`src/rtl/qdr_burst_pkg.sv`:
```
package qdr_burst_pkg;

  localparam int LANE_W     = 9;
  localparam int LANES      = 4;
  localparam int WORD_W     = LANE_W * LANES;
  localparam int BEATS      = 4;
  localparam int BEAT_IDX_W = $clog2(BEATS);

  typedef logic [WORD_W-1:0] word_t;
  typedef logic [LANES-1:0]  lane_mask_t;
  typedef word_t      [BEATS-1:0] burst_t;
  typedef lane_mask_t [BEATS-1:0] burst_mask_t;

  typedef enum logic [1:0] {
    WB_IDLE = 2'd0,
    WB_HALF = 2'd1,
    WB_FULL = 2'd2
  } wb_state_e;

  // Replace the lanes of base selected by sel with those of upd.
  function automatic word_t lane_merge(word_t base, word_t upd, lane_mask_t sel);
    word_t res;
    res = base;
    for (int j = 0; j < LANES; j++) begin
      if (sel[j]) res[j*LANE_W +: LANE_W] = upd[j*LANE_W +: LANE_W];
    end
    return res;
  endfunction

  // Half-cycle slot (counted from the cycle after the accepting edge)
  // in which a given read beat appears.
  function automatic int beat_slot(logic half_step, int beat);
    return beat + (half_step ? 1 : 0);
  endfunction

  // Slots taken by one burst, as a bit mask over a queue of n slots.
  function automatic logic [15:0] burst_slot_mask(logic half_step);
    logic [15:0] m;
    m = '0;
    for (int k = 0; k < BEATS; k++) m[beat_slot(half_step, k)] = 1'b1;
    return m;
  endfunction

endpackage

```
`src/rtl/qdr_burst_arbiter.sv`:
```
module qdr_burst_arbiter (
  input  logic clk,
  input  logic rst_n,
  input  logic rd_req,
  input  logic wr_req,
  output logic rd_acc,
  output logic wr_acc
);

  logic last_rd;
  logic last_wr;
  logic pref_rd;
  logic rd_ok;
  logic wr_ok;

  assign rd_ok  = rd_req && !last_rd;
  assign wr_ok  = wr_req && !last_wr;
  assign rd_acc = rd_ok && (!wr_ok || pref_rd);
  assign wr_acc = wr_ok && !rd_acc;

  always_ff @(posedge clk) begin
    if (!rst_n) begin
      last_rd <= 1'b0;
      last_wr <= 1'b0;
      pref_rd <= 1'b1;
    end else begin
      last_rd <= rd_acc;
      last_wr <= wr_acc;
      if (rd_acc)      pref_rd <= 1'b0;
      else if (wr_acc) pref_rd <= 1'b1;
    end
  end

  // the shared address bus serves one request per edge
  p_single_grant_r3: assert property (@(posedge clk) disable iff (!rst_n)
    !(rd_acc && wr_acc));

  // no read on the edge after a read
  p_no_rd_repeat_r4: assert property (@(posedge clk) disable iff (!rst_n)
    rd_acc |=> !rd_acc);

  // no write on the edge after a write
  p_no_wr_repeat_r4: assert property (@(posedge clk) disable iff (!rst_n)
    wr_acc |=> !wr_acc);

  // a read request that goes unserved while a write is taken is served next edge
  p_tie_goes_read_next_r3: assert property (@(posedge clk) disable iff (!rst_n)
    (wr_acc && rd_req && !last_rd) ##1 rd_req |-> rd_acc);

endmodule

```
`src/rtl/qdr_burst_array.sv`:
```
module qdr_burst_array
  import qdr_burst_pkg::*;
#(
  parameter int BLK_W = 4
) (
  input  logic             clk,
  input  logic [BLK_W-1:0] rd_blk,
  output burst_t           rd_words,
  input  logic             we,
  input  logic [BLK_W-1:0] wr_blk,
  input  burst_t           wr_words,
  input  burst_mask_t      wr_mask
);

  localparam int NBLK  = 1 << BLK_W;
  localparam int DEPTH = NBLK * BEATS;

  word_t mem [DEPTH];

  for (genvar k = 0; k < BEATS; k++) begin : g_rd
    localparam logic [BEAT_IDX_W-1:0] KIDX = BEAT_IDX_W'(k);
    assign rd_words[k] = mem[{rd_blk, KIDX}];
  end

  always_ff @(posedge clk) begin
    for (int k = 0; k < BEATS; k++) begin
      for (int j = 0; j < LANES; j++) begin
        if (we && wr_mask[k][j])
          mem[{wr_blk, BEAT_IDX_W'(k)}][j*LANE_W +: LANE_W] <= wr_words[k][j*LANE_W +: LANE_W];
      end
    end
  end

endmodule

```
`src/rtl/qdr_burst_wbuf.sv`:
```
module qdr_burst_wbuf
  import qdr_burst_pkg::*;
#(
  parameter int BLK_W = 4
) (
  input  logic             clk,
  input  logic             rst_n,
  input  logic             accept,
  input  logic [BLK_W-1:0] blk,
  input  word_t            d_rise,
  input  word_t            d_fall,
  input  lane_mask_t       m_rise,
  input  lane_mask_t       m_fall,
  input  logic [BLK_W-1:0] look_blk,
  output logic             commit_en,
  output logic [BLK_W-1:0] commit_blk,
  output burst_t           commit_words,
  output burst_mask_t      commit_mask,
  output burst_t           fwd_words,
  output burst_mask_t      fwd_mask
);

  localparam int HALF_BEATS = BEATS / 2;

  wb_state_e        state;
  logic [BLK_W-1:0] b_blk;
  burst_t           b_words;
  burst_mask_t      b_mask;
  logic             hit;

  always_ff @(posedge clk) begin
    if (!rst_n) begin
      state <= WB_IDLE;
    end else begin
      unique case (state)
        WB_IDLE: if (accept) state <= WB_HALF;
        WB_HALF: state <= WB_FULL;
        WB_FULL: state <= accept ? WB_HALF : WB_IDLE;
        default: state <= WB_IDLE;
      endcase
    end
  end

  always_ff @(posedge clk) begin
    if (accept) begin
      b_blk      <= blk;
      b_words[0] <= d_rise;
      b_words[1] <= d_fall;
      b_mask[0]  <= m_rise;
      b_mask[1]  <= m_fall;
    end
    if (state == WB_HALF) begin
      b_words[2] <= d_rise;
      b_words[3] <= d_fall;
      b_mask[2]  <= m_rise;
      b_mask[3]  <= m_fall;
    end
  end

  assign commit_en    = (state == WB_FULL);
  assign commit_blk   = b_blk;
  assign commit_words = b_words;
  assign commit_mask  = b_mask;

  assign hit = (state != WB_IDLE) && (b_blk == look_blk);

  // First data pair always sits in the buffer once the write is pending;
  // the second pair is either buffered or arriving on this very edge.
  always_comb begin
    for (int k = 0; k < BEATS; k++) begin
      fwd_words[k] = b_words[k];
      fwd_mask[k]  = hit ? b_mask[k] : '0;
    end
    if (state == WB_HALF) begin
      fwd_words[HALF_BEATS]   = d_rise;
      fwd_words[HALF_BEATS+1] = d_fall;
      fwd_mask[HALF_BEATS]    = hit ? m_rise : '0;
      fwd_mask[HALF_BEATS+1]  = hit ? m_fall : '0;
    end
  end

  // the arbiter never hands over a write while the second pair is due
  p_no_accept_mid_burst_r4: assert property (@(posedge clk) disable iff (!rst_n)
    (state == WB_HALF) |-> !accept);

  // nothing is pending in the first cycle after reset
  p_idle_after_reset_r11: assert property (@(posedge clk)
    !rst_n |=> (state == WB_IDLE));

endmodule

```
`src/rtl/qdr_burst_rpipe.sv`:
```
module qdr_burst_rpipe
  import qdr_burst_pkg::*;
#(
  parameter int SLOTS = 6
) (
  input  logic   clk,
  input  logic   rst_n,
  input  logic   load,
  input  logic   lat_half,
  input  burst_t words,
  output word_t  beat_rise,
  output word_t  beat_fall,
  output logic   vld_rise,
  output logic   vld_fall
);

  localparam int SHIFT = 2;

  logic [SLOTS-1:0] sv;
  word_t            sd [SLOTS];
  logic [SLOTS-1:0] sh_v;
  word_t            sh_d [SLOTS];
  logic [SLOTS-1:0] nv;
  word_t            nd [SLOTS];
  logic [SLOTS-1:0] tgt;
  logic             overlap;

  // Advance the half-cycle queue by one clock (two slots).
  for (genvar i = 0; i < SLOTS; i++) begin : g_shift
    if (i + SHIFT < SLOTS) begin : g_mv
      assign sh_v[i] = sv[i+SHIFT];
      assign sh_d[i] = sd[i+SHIFT];
    end else begin : g_empty
      assign sh_v[i] = 1'b0;
      assign sh_d[i] = '0;
    end
  end

  assign tgt     = load ? burst_slot_mask(lat_half)[SLOTS-1:0] : '0;
  assign overlap = |(sh_v & tgt);

  always_comb begin
    nv = sh_v;
    for (int i = 0; i < SLOTS; i++) nd[i] = sh_d[i];
    if (load) begin
      for (int k = 0; k < BEATS; k++) begin
        nv[beat_slot(lat_half, k)] = 1'b1;
        nd[beat_slot(lat_half, k)] = words[k];
      end
    end
  end

  always_ff @(posedge clk) begin
    if (!rst_n) begin
      sv <= '0;
      for (int i = 0; i < SLOTS; i++) sd[i] <= '0;
    end else begin
      sv <= nv;
      for (int i = 0; i < SLOTS; i++) sd[i] <= nd[i];
    end
  end

  assign vld_rise  = sv[0];
  assign vld_fall  = sv[1];
  assign beat_rise = sd[0];
  assign beat_fall = sd[1];

  // a new burst never lands on a beat still queued from the previous one
  p_slot_free_r9: assert property (@(posedge clk) disable iff (!rst_n)
    load |-> !overlap);

  // a loaded burst puts exactly four beats in flight
  p_four_beats_r2: assert property (@(posedge clk) disable iff (!rst_n)
    (load && sv == '0) |=> ($countones(sv) == BEATS));

endmodule

```
`src/rtl/qdr_burst_sram.sv`:
```
module qdr_burst_sram
  import qdr_burst_pkg::*;
#(
  parameter int BLK_W = 4,
  parameter int SLOTS = 6
) (
  input  logic                    clk,
  input  logic                    rst_n,
  input  logic                    rd_n,
  input  logic                    wr_n,
  input  logic [BLK_W-1:0]        addr,
  input  logic                    lat_half,
  input  logic [WORD_W-1:0]       wd_rise,
  input  logic [WORD_W-1:0]       wd_fall,
  input  logic [LANES-1:0]        wbe_rise_n,
  input  logic [LANES-1:0]        wbe_fall_n,
  output logic [WORD_W-1:0]       rq_rise,
  output logic [WORD_W-1:0]       rq_fall,
  output logic                    rq_vld_rise,
  output logic                    rq_vld_fall
);

  logic             rd_acc;
  logic             wr_acc;
  burst_t           arr_words;
  burst_t           rd_words;
  logic             commit_en;
  logic [BLK_W-1:0] commit_blk;
  burst_t           commit_words;
  burst_mask_t      commit_mask;
  burst_t           fwd_words;
  burst_mask_t      fwd_mask;

  qdr_burst_arbiter u_arb (
    .clk    (clk),
    .rst_n  (rst_n),
    .rd_req (!rd_n),
    .wr_req (!wr_n),
    .rd_acc (rd_acc),
    .wr_acc (wr_acc)
  );

  qdr_burst_wbuf #(.BLK_W(BLK_W)) u_wbuf (
    .clk          (clk),
    .rst_n        (rst_n),
    .accept       (wr_acc),
    .blk          (addr),
    .d_rise       (wd_rise),
    .d_fall       (wd_fall),
    .m_rise       (~wbe_rise_n),
    .m_fall       (~wbe_fall_n),
    .look_blk     (addr),
    .commit_en    (commit_en),
    .commit_blk   (commit_blk),
    .commit_words (commit_words),
    .commit_mask  (commit_mask),
    .fwd_words    (fwd_words),
    .fwd_mask     (fwd_mask)
  );

  qdr_burst_array #(.BLK_W(BLK_W)) u_array (
    .clk      (clk),
    .rd_blk   (addr),
    .rd_words (arr_words),
    .we       (commit_en),
    .wr_blk   (commit_blk),
    .wr_words (commit_words),
    .wr_mask  (commit_mask)
  );

  for (genvar k = 0; k < BEATS; k++) begin : g_merge
    assign rd_words[k] = lane_merge(arr_words[k], fwd_words[k], fwd_mask[k]);
  end

  qdr_burst_rpipe #(.SLOTS(SLOTS)) u_rpipe (
    .clk       (clk),
    .rst_n     (rst_n),
    .load      (rd_acc),
    .lat_half  (lat_half),
    .words     (rd_words),
    .beat_rise (rq_rise),
    .beat_fall (rq_fall),
    .vld_rise  (rq_vld_rise),
    .vld_fall  (rq_vld_fall)
  );

  // a write is stored two edges after it is accepted
  p_commit_follows_accept_r5: assert property (@(posedge clk) disable iff (!rst_n)
    wr_acc |=> ##1 commit_en);

  // one-clock latency puts two beats out in the very next cycle
  p_lat_full_start_r8: assert property (@(posedge clk) disable iff (!rst_n)
    (rd_acc && !lat_half) |=> (rq_vld_rise && rq_vld_fall));

  // half-step latency starts on the fall half of the next cycle
  p_lat_half_start_r9: assert property (@(posedge clk) disable iff (!rst_n)
    (rd_acc && lat_half) |=> rq_vld_fall);

  // an empty half-cycle drives zero
  p_quiet_rise_r10: assert property (@(posedge clk) disable iff (!rst_n)
    !rq_vld_rise |-> (rq_rise == '0));

  p_quiet_fall_r10: assert property (@(posedge clk) disable iff (!rst_n)
    !rq_vld_fall |-> (rq_fall == '0));

endmodule

```
`config.mk`:
```
export PLATFORM = sky130hd
export DESIGN_NAME = qdr_burst_sram
export DESIGN_NICKNAME = d
export VERILOG_FILES = /design/src/rtl/qdr_burst_pkg.sv /design/src/rtl/qdr_burst_arbiter.sv /design/src/rtl/qdr_burst_array.sv /design/src/rtl/qdr_burst_wbuf.sv /design/src/rtl/qdr_burst_rpipe.sv /design/src/rtl/qdr_burst_sram.sv
export SDC_FILE = /design/constraint.sdc
export NUM_CORES = 2
export LEC_CHECK = 0
export BUFFER_PORTS_ARGS = -buffer_cell sky130_fd_sc_hd__buf_4
export CORE_UTILIZATION = 55
export CTS_CLUSTER_SIZE = 30
export DETAILED_ROUTE_END_ITERATION = 8
export PLACE_DENSITY = 0.72
export SYNTH_ARGS = -nofsm -noshare
export SYNTH_HDL_FRONTEND = slang
export SYNTH_SLANG_ARGS = --single-unit
```
`constraint.sdc`:
```
create_clock -name clk -period 9.4 [get_ports clk]
set_clock_uncertainty 0.15 [all_clocks]
set_input_delay 0.94 -clock clk [delete_from_list [all_inputs] [get_ports clk]]
set_output_delay 0.94 -clock clk [all_outputs]
set_load 0.02 [all_outputs]
```
==> results.md <==
* Final Hold Vio Count at 0
* Overall die height at 429 um
* Ports at 163
* Mapped Area at 100000 sq um
* # fillers at 12100
* Clk sink count at 2657
* Setup TNS at 0 ns
* Initial Util at 55.5%
* Number of global-route vias before repair at 49700
* Initial DRC Count at 6236
* Layout cells sized above 1 at 23.9%
* Overall Power at 25.1 mW
* Maximum clock frequency at 223 MHz
* CP peak stage delay at 1.00 ns
* Root Buffer: clkbuf_16
* Port bufs at 162
* Core Area at 181000 sq um
* Top area cells in the synthesized netlist: edfxtp_1 (72%), mux4_2 (14%), dfxtp_1 (5.2%), a22oi_1 (1.6%), mux2i_1 (1.5%)
* CP endpoint kind: flip-flop
* Worst hold path class: input pin to flip-flop
* R2R setup slack at 4.91 ns
* Setup repair bufs after CTS at 0
* CTS tree: done
* RSZ-0062 raised after global routing: false
* Worst r2r dst: u_rpipe.sd[0][83]
* Syn Inst Count at 4988
* CTS resizes at 0
* Leak Pwr at 36.7 nW
* Tmin final at 4.49 ns
* Initial antenna violation count at 12
* Reg2reg path depth at 7
* Critical path class: flip-flop to flip-flop
* Synth warn at 0
* Via count at 50200
* Via density at 6.52
* GR Overflow Total at 0
* Cts bufs inserted at 239
* HP Start: wd_rise[29]
* Area share of the largest cell type after synthesis at 71.6%
* CP Launch Point: u_wbuf.state[1]
* Critical Path AT at 5.06 ns
* Hold EP: u_wbuf.commit_words[29]
* Count leader, synth: edfxtp_1
* Post-route ant nets at 0
* Largest net degree at the start of global routing at 142
* Post-synthesis sequential area ratio at 76.8%
* Share of async-settable or async-resettable flops after synthesis at 0%
* Crit path cell chain: nand2b_4 -> buf_4 -> buf_4 -> mux2_2 -> nand3_1 -> mux2i_1 -> o221ai_1
* Die area at 184000 sq um
* Startpoint types: flip-flop
* Seq cells post-synth at 2657
* Avg Cell Area, Syn at 20.1 sq um
* Clock-pin slew on the worst setup and hold paths at 0.07 ns
* Clock buffer depth at 3
* Critical path's slowest cell: mux2i_1
* Status: finished with violations
* CP required at 9.97 ns
* Most frequent CP cell: buf_4
* Total track usage at 27.9%
* Final WL at 257 mm
* Reg2Reg Launch Point: u_wbuf.state[1]
* Crit-path max FO at 41
* First-pass GRT wire length at 364 mm
* Final period util at 47.8%
* TritonRoute pass-1 iters at 6
* DR WL/cell at 33.4 um
* Detailed placement HPWL at 163 mm
* Rows at 156
* Syn Nets at 5077
* Failing checks: max-capacitance violations, max-slew violations
* Number of remaining DRC errors at 0
* Top post-synthesis cells by count: edfxtp_1 (2396), mux4_2 (611), nand2_1 (350)
* Clk Latency, worst-skew pair at 0.90 ns
* Max VDD drop at 0.201 mV
* CTS Hold Bufs at 0
* Worst Tran Pin Value at 1.47 ns
* Slew Limit Fails at 1
* # Max-Cap Violations at 1
* Number of flops mapped to enable cells by yosys at 2396
* P per Cell Area at 225 nW/um^2
* Die Span X at 429 um
* Synth area leader: edfxtp_1
* Family with the most delay on the worst path: multiplexers
* Final-stage net count at 5190
* Placer congestion estimate at 0.949
* Hold depth at 1
* Slew headroom at -0.757%
* Worst path bufs/invs at 2
* Final Util at 61.7%
* Finish-stage setup viols at 0
* Top FF cell, synth: edfxtp_1
* Post-synth cell types at 31
* Area Overhead vs Synth at 11.2%
* H-Tree Depth at 4
==> cell type report <==
type	instances	area, sq um	share of cell area, %
sequential	2657	77200	69.1
multi-input combinational	1938	21400	19.2
clock buffer	312	6560	5.87
tap	2370	2970	2.65
timing repair buffer	254	1970	1.77
clock inverter	143	1550	1.39
inverter	11	42.5	0.0381
antenna	9	22.5	0.0202
==> metrics by stage <==
stage | setup WS [ns] | instances | area [sq um] | hold WS (ns)
after global placement | 4.29 | 7230 | 104000 | 0.286
after detailed placement | 4.27 | 7230 | 104000 | 0.296
final | 4.91 | 7694 | 112000 | 0.0863
after global routing | 4.80 | 7691 | 112000 | 0.0722
after CTS | 4.98 | 7685 | 112000 | 0.0391
after floorplan | 1.73 | 4988 | 100000 | 0.266
==> flip-flops by register name, indices dropped and copies added, names as in the netlist <==
name                 flops
u_arb.pref_rd            1
u_array.mem           2304
u_arb.last_rd            1
u_wbuf.commit_mask      16
u_wbuf.commit_blk        4
u_rpipe.sd             180
u_wbuf.state             2
u_rpipe.sv               4
u_arb.last_wr            1
u_wbuf.commit_words    144
==> logic make-up after synthesis <==
group,synth area share (%)
muxes,15.2
AOI/OAI and AO/OA,2.75
and+or+nand+nor,3.17
xor gates and xnor gates,0.0349
DFF,76.8
buffers and inverters,2.00
==> power by group <==
part | switching [mW] | internal, mW | total, mW
Combinational | 0.787 | 0.446 | 1.23
Sequential | 0.489 | 13.4 | 13.9
Clock | 4.30 | 5.74 | 10.0
==> routing by layer <==
| layer | wire length (um) | vias to the layer above | part of all wire [%] | track usage [%] |
|---|---|---|---|---|
| met3 | 21100 | 565 | 8.2 | 5.28 |
| met5 | 20 | - | 0.0078 | 0 |
| li1 | - | 20500 | - | - |
| met4 | 17500 | 2 | 6.8 | 16.2 |
| met2 | 126000 | 2717 | 49 | 44.7 |
| met1 | 93100 | 26400 | 36 | 36.1 |
==> worst register-to-register path, delay by kind of cell, from the launching register on <==
kind | cells | cell delay, ns
mux | 2 | 1.43
flops | 1 | 0.38
simple gates | 2 | 0.89
compound gates | 1 | 0.24
buf+inv | 2 | 1.25
==> worst max-delay path by stage <==
stage,depth (start not counted),endpoint,slack (ns)
final,7,u_rpipe.sd[0][83],4.91
after global placement,8,u_rpipe.sd[0][49],4.29
after CTS,7,u_rpipe.sd[0][83],4.98
after global routing,8,u_rpipe.sd[0][49],4.80
after detailed placement,8,u_rpipe.sd[0][69],4.27
after floorplan,3,u_wbuf.commit_blk[0],1.73
==> placed cells by master, fill, tap and decap left out, types with 5 or more instances in the layout <==
master,Yosys,routed
o221ai_1,72,72
bufinv_16,0,30
diode_2,0,9
nand2_2,0,9
clkbuf_16,0,244
nand3_2,0,6
nor2_1,342,340
a211oi_1,36,36
o22ai_1,36,36
buf_4,94,248
clkbuf_1,182,48
nand3_1,91,85
mux4_2,611,611
nand2_1,350,340
nor2b_1,8,5
a22oi_1,216,216
edfxtp_1,2396,2396
clkinv_2,0,58
clkbuf_8,0,20
mux2i_1,151,151
clkinv_1,0,33
inv_1,10,9
dfxtp_1,261,261
clkinvlp_4,0,10
inv_6,0,6
Power figures use the tool's default switching activity.
